$ cat config.mk
export PLATFORM = sky130hd
export DESIGN_NAME = tblrd_unit
export DESIGN_NICKNAME = d
export VERILOG_FILES = /design/src/rtl/tblrd_pkg.sv /design/src/rtl/tblrd_addr.sv /design/src/rtl/tblrd_regs.sv /design/src/rtl/tblrd_seq.sv /design/src/rtl/tblrd_unit.sv
export SDC_FILE = /design/constraint.sdc
export NUM_CORES = 1
export LEC_CHECK = 0
export BUFFER_PORTS_ARGS = -buffer_cell sky130_fd_sc_hd__buf_2
export CAP_MARGIN = 20
export CORE_UTILIZATION = 40
export DETAILED_ROUTE_END_ITERATION = 6
export HOLD_SLACK_MARGIN = 0.06
export PLACE_DENSITY = 0.79
export SETUP_SLACK_MARGIN = 0.05
export SLEW_MARGIN = 15
export SYNTH_ARGS = -nofsm -noshare
export SYNTH_HDL_FRONTEND = slang
export SYNTH_SLANG_ARGS = --single-unit
$ cat constraint.sdc
create_clock -name clk -period 1.1 [get_ports clk]
set_input_delay 0.165 -clock clk [delete_from_list [all_inputs] [get_ports clk]]
set_output_delay 0.165 -clock clk [all_outputs]
set_load 0.01 [all_outputs]
$ cat src/rtl/tblrd_pkg.sv
package tblrd_pkg;
  typedef enum logic {ST_IDLE, ST_FETCH} seq_st_e;
endpackage

$ cat src/rtl/tblrd_addr.sv
module tblrd_addr #(
  parameter int AW = 12,
  parameter int DW = 8
) (
  input  logic [AW-DW-1:0] pc_page,
  input  logic             last,
  input  logic [DW-1:0]    ptr,
  output logic [AW-1:0]    addr
);
  localparam int PW = AW - DW;
  logic [PW-1:0] page;

  // last page is the all-ones page
  assign page = last ? {PW{1'b1}} : pc_page;
  assign addr = {page, ptr};
endmodule

$ cat src/rtl/tblrd_regs.sv
module tblrd_regs #(
  parameter int         DW     = 8,
  parameter int         HW     = 7,
  parameter int         RAW    = 8,
  parameter logic [7:0] P_ADDR = 8'h07,
  parameter logic [7:0] H_ADDR = 8'h08
) (
  input  logic           clk,
  input  logic           rst,
  input  logic           we,
  input  logic [RAW-1:0] addr,
  input  logic [DW-1:0]  wdata,
  input  logic           h_ld,
  input  logic [HW-1:0]  h_din,
  output logic [DW-1:0]  ptr,
  output logic [DW-1:0]  hbyte,
  output logic [DW-1:0]  rdata
);
  localparam int PADW = DW - HW;
  logic [DW-1:0] ptr_q, hb_q;

  always_ff @(posedge clk) begin
    if (rst) begin
      ptr_q <= '0;
    end else if (we && addr == RAW'(P_ADDR)) begin
      ptr_q <= wdata;
    end
  end

  generate
    if (PADW > 0) begin : g_fill
      always_ff @(posedge clk) begin
        if (rst)       hb_q <= '0;
        else if (h_ld) hb_q <= {{PADW{1'b0}}, h_din};
      end
    end else begin : g_full
      always_ff @(posedge clk) begin
        if (rst)       hb_q <= '0;
        else if (h_ld) hb_q <= h_din[DW-1:0];
      end
    end
  endgenerate

  always_comb begin
    if (addr == RAW'(P_ADDR))      rdata = ptr_q;
    else if (addr == RAW'(H_ADDR)) rdata = hb_q;
    else                           rdata = '0;
  end

  assign ptr   = ptr_q;
  assign hbyte = hb_q;

  // R2 pointer write lands
  a_r2_ptr_write: assert property (@(posedge clk) disable iff (rst)
    (we && addr == RAW'(P_ADDR)) |=> (ptr_q == $past(wdata)));
  // R3 high byte ignores writes
  a_r3_hbyte_ro: assert property (@(posedge clk) disable iff (rst)
    (we && addr == RAW'(H_ADDR) && !h_ld) |=> $stable(hb_q));
endmodule

$ cat src/rtl/tblrd_seq.sv
module tblrd_seq
  import tblrd_pkg::*;
#(
  parameter int DW   = 8,
  parameter int DSTW = 8
) (
  input  logic            clk,
  input  logic            rst,
  input  logic            cmd_valid,
  input  logic [DSTW-1:0] cmd_dst,
  input  logic [DW-1:0]   rom_lo,
  output logic            issue,
  output logic            busy,
  output logic            done,
  output logic            dm_we,
  output logic [DSTW-1:0] dm_addr,
  output logic [DW-1:0]   dm_wdata
);
  seq_st_e         st_q;
  logic [DSTW-1:0] dst_q;

  assign issue = cmd_valid && (st_q == ST_IDLE);
  assign busy  = (st_q == ST_FETCH);

  always_ff @(posedge clk) begin
    if (rst) begin
      st_q     <= ST_IDLE;
      dst_q    <= '0;
      done     <= 1'b0;
      dm_we    <= 1'b0;
      dm_addr  <= '0;
      dm_wdata <= '0;
    end else begin
      done  <= 1'b0;
      dm_we <= 1'b0;
      case (st_q)
        ST_IDLE: begin
          if (cmd_valid) begin
            st_q  <= ST_FETCH;
            dst_q <= cmd_dst;
          end
        end
        default: begin
          st_q     <= ST_IDLE;
          done     <= 1'b1;
          dm_we    <= 1'b1;
          dm_addr  <= dst_q;
          dm_wdata <= rom_lo;
        end
      endcase
    end
  end

  // R6 busy lasts one cycle and is followed by done
  a_r6_busy_single: assert property (@(posedge clk) disable iff (rst)
    busy |=> (!busy && done));
  // R6 done is a single-cycle pulse preceded by busy
  a_r6_done_pulse: assert property (@(posedge clk) disable iff (rst)
    done |-> ($past(busy) && !busy));
  // R7 destination captured at acceptance
  a_r7_dst_kept: assert property (@(posedge clk) disable iff (rst)
    dm_we |-> (dm_addr == $past(cmd_dst, 2)));
endmodule

$ cat src/rtl/tblrd_unit.sv
module tblrd_unit #(
  parameter int         AW        = 12,
  parameter int         DW        = 8,
  parameter int         HW        = 7,
  parameter int         RAW       = 8,
  parameter int         DSTW      = 8,
  parameter logic [7:0] TBLP_ADDR = 8'h07,
  parameter logic [7:0] TBLH_ADDR = 8'h08
) (
  input  logic             clk,
  input  logic             rst,
  input  logic             reg_we,
  input  logic [RAW-1:0]   reg_addr,
  input  logic [DW-1:0]    reg_wdata,
  output logic [DW-1:0]    reg_rdata,
  input  logic             cmd_valid,
  input  logic             cmd_last,
  input  logic [DSTW-1:0]  cmd_dst,
  input  logic [AW-DW-1:0] pc_page,
  output logic             rom_en,
  output logic [AW-1:0]    rom_addr,
  input  logic [DW+HW-1:0] rom_data,
  output logic             busy,
  output logic             done,
  output logic             dm_we,
  output logic [DSTW-1:0]  dm_addr,
  output logic [DW-1:0]    dm_wdata
);
  localparam int RW = DW + HW;
  localparam int PW = AW - DW;

  logic [DW-1:0] ptr, hbyte;
  logic          issue;

  tblrd_seq #(.DW(DW), .DSTW(DSTW)) u_seq (
    .clk(clk), .rst(rst), .cmd_valid(cmd_valid), .cmd_dst(cmd_dst),
    .rom_lo(rom_data[DW-1:0]), .issue(issue), .busy(busy), .done(done),
    .dm_we(dm_we), .dm_addr(dm_addr), .dm_wdata(dm_wdata)
  );

  tblrd_addr #(.AW(AW), .DW(DW)) u_addr (
    .pc_page(pc_page), .last(cmd_last), .ptr(ptr), .addr(rom_addr)
  );

  tblrd_regs #(.DW(DW), .HW(HW), .RAW(RAW), .P_ADDR(TBLP_ADDR), .H_ADDR(TBLH_ADDR)) u_regs (
    .clk(clk), .rst(rst), .we(reg_we), .addr(reg_addr), .wdata(reg_wdata),
    .h_ld(busy), .h_din(rom_data[RW-1:DW]), .ptr(ptr), .hbyte(hbyte),
    .rdata(reg_rdata)
  );

  assign rom_en = issue;

  // R4 current page taken from the program counter
  a_r4_cur_page: assert property (@(posedge clk) disable iff (rst)
    (rom_en && !cmd_last) |-> (rom_addr[AW-1:DW] == pc_page));
  // R5 last page forced to all ones
  a_r5_last_page: assert property (@(posedge clk) disable iff (rst)
    (rom_en && cmd_last) |-> (rom_addr[AW-1:DW] == {PW{1'b1}}));
  // R10 no ROM access while busy
  a_r10_hold_busy: assert property (@(posedge clk) disable iff (rst)
    busy |-> !rom_en);
  // R7 low byte is the word fetched in the busy cycle
  a_r7_low_byte: assert property (@(posedge clk) disable iff (rst)
    dm_we |-> (dm_wdata == $past(rom_data[DW-1:0])));
  // R8 high byte zero-filled with upper ROM bits
  a_r8_hbyte_fill: assert property (@(posedge clk) disable iff (rst)
    done |-> (hbyte == DW'($past(rom_data[RW-1:DW]))));
endmodule

==> impl_metrics.toml <==
[timing]
finClkSkew_ns = 0.003396
finalCritPeriodShare_pct = 120.7
fmax_mhz = 753.2
worst_pin_slew_ns = 0.3229
slew_headroom_pct = 78.27
drv_slew = 0
rsz0062_at_grt = "true"
fin_crit_ns = 1.328
setup_slack_ns = -0.2277
setup_viol = 9
hold_viol = 0
fin_tns_setup_ns = -1.541

[clock_network]
insertion_delay_ns = 0.29
cts-root-buf = "clkbuf_8"
numCtsBuffers = 5
path_clk_slew_ns = 0.07
cts.sinks = 41
hold_buffers = 0
clk_path_buf_depth = 2
h-tree-depth = 2
cts_tree = "yes"

[floorplanning]
io_pins = 88
start_util_pct = 41.79
die-area_um2 = 4442
core_area_um2 = 4000
die_h_um = 66.65
num_rows = 23
die_w_um = 66.65

[setup_path]
end_kind = "output pin"
critPathRequiredTime_ns = 0.94
critical_path_arrival_ns = 1.16
worstSetupStartpointType = "input pin"
path_max_fanout = 7
crit_type = "in2out"

[logic_synthesis]
synth-compound-area-share_pct = 5.539
synthDistinctLibCells = 20
synthSimpleGateAreaFrac_pct = 22.23
muxShareOfSynthArea_pct = 18.56
syn_inst = 176
synth_top_family_by_area = "simple AND/OR/NAND/NOR gates"
synth_top_cell_by_area = "dfxtp_1"
syn_area_per_cell_um2 = 9.498
synth_seq_area_share_pct = 49.10
ys_top_cells_by_area = "dfxtp_1 49%, mux2i_1 19%, nor2_1 7.0%, nand2b_1 6.4%, nand2_1 3.6%"
synth_seq_cells = 41
yosysTopAreaCellShare_pct = 49.10
ys_warn_count = 0
synth_nets = 224
synth_adder_area_share_pct = 0
synth_xor_area_share_pct = 0
synth_area_um2 = 1672

[global_route]
grt_usage_pct = 17.88
grt_first_pass_wirelength_mm = 5.996
grt_max_degree = 20
grt-ovfl-total = 0
grt_pass1_vias = 1372
antenna_found_initial = 0

[routing]
antenna_left = 0
wl_met1_mm = 1.646
vias = 1483
drt_wl_total_mm = 3.665
drc = 0
via_per_inst = 4.649
highest_layer = "met4"
dr_wl_met2_mm = 1.673
wire_per_inst_um = 11.49
first_pass_iters = 4
drt_iter0_drc = 31
route.met3.wl_um = 309

[finish]
final_nets = 316
diodes = 0
final_util_pct = 61.65
syn2layout_area_growth_pct = 47.53
final_area_um2 = 2466
drive_above_1_share_pct = 47.58

[worst_hold_path]
min_path_type = "in2reg"

[power]
ir_drop_uv = 890.1
power.density_nw_per_um2 = 1164
p_total_mw = 2.871
power_leakage_nw = 1.093

[outcome]
violations = "setup timing"
status = "finished, violations left"

[place]
dp_hpwl_mm = 2.707
routabilityCongestion = 0.6720
port_buffers = 87
post_dp_cell_area_um2 = 2241

[flow_run]
max-cap-violations = 0
==> cell usage in the layout, fill, tap and decap left out <==
cell type,n
mux2i_1,31
and4b_1,1
dfxtp_4,1
nor4b_4,1
nor2_4,7
nand2b_4,1
nand2_1,15
dfxtp_1,40
nand2b_1,16
buf_4,4
and3_2,1
clkbuf_8,5
nand2_2,1
and3_4,1
buf_8,1
a21oi_2,1
a22oi_1,4
buf_6,15
a21oi_1,7
buf_2,77
inv_6,1
or2_2,4
buf_12,1
a22oi_2,3
or4_4,1
clkinv_2,2
nor2_1,24
nor2b_1,1
nor4_1,1
clkbuf_1,1
==> kinds of logic after synthesis <==
logic type      after synthesis
compound gates               15
buf+inv                      14
flops                        41
mux                          31
simple gates                 75
==> final cells by class <==
type                    instances  area (um2)
inverters                       1       8.758
repair buffers                 98       619.3
clock buffers                   6       72.57
fillers                       362        1534
clock inverters                 2       10.01
multi-input cells             121       868.3
flip-flops and latches         41       824.5
well taps                      50       62.56
==> synth_stat cells <==
cell type and instances:
inv_2 1, nand2_1 16, dfxtp_1 41, mux2i_1 31
buf_4 1, nor4_1 1, a21oi_1 8, and4b_1 1
buf_2 4, clkbuf_1 6, nor2b_1 1, or4_1 1
or2_2 4, nor4b_2 1, and3_2 1, nor2_1 31
nand2b_1 17, buf_6 2, and3_4 1, a22oi_1 7
==> sequential cells by signal, indices dropped and copies added (netlist names) <==
| register | flops |
|---|---|
| u_seq.dm_wdata | 8 |
| u_seq.done | 1 |
| u_regs.hbyte | 7 |
| u_seq.busy | 1 |
| u_seq.dm_addr | 8 |
| u_seq.dst_q | 8 |
| u_regs.ptr | 8 |
==> power breakdown <==
group	internal, mW	switching [mW]
combinational	0.211	0.178
sequential	1.54	0.0291
clock	0.439	0.478
total	2.19	0.685
==> worst paths after layout <==
| path | start | endpoint | slack [ns] | cells after the start |
|---|---|---|---|---|
| max | reg_addr[4] | reg_rdata[0] | -0.23 | 4 |
| min | rom_data[11] | u_regs.hbyte[3]$_SDFFE_PP0P_ | 0.11 | 3 |
| max reg2reg | u_seq.busy$_SDFF_PP0_ | u_seq.dst_q[1]$_SDFFE_PP0P_ | 0.11 | 5 |
| min reg2reg | u_seq.dst_q[5]$_SDFFE_PP0P_ | u_seq.dst_q[5]$_SDFFE_PP0P_ | 0.46 | 2 |
==> metal layers <==
layer | vias up | track usage [%]
li1 | 768 | -
met1 | 649 | 21.68
met2 | 62 | 29.17
met3 | 4 | 6.507
met4 | 0 | 5.585
met5 | - | 0
==> repair_timing <==
item                                    CTS  global route
resized for setup                        13            12
endpoints found under the setup margin   15            32
gates cloned                              0             0
hold endpoints to repair                  0             0
buffers inserted                          3             0
pin swaps                                 2             4
==> worst max-delay path: stages <==
cell and delay, ns:
buf_6 0.09, or4_4 0.66, nor2_4 0.15, buf_6 0.10
==> per-stage QoR <==
stage,hold WS [ns],instances,worst slack [ns]
after global routing,0.09618,319,-0.2453
after floorplan,0.3010,176,-0.03733
after detailed placement,0.4065,308,-0.2378
final,0.1056,319,-0.2277
after CTS,0.09308,319,-0.2353
after global placement,0.3968,308,-0.2390
Note: power is estimated with default switching activity, not from simulation.
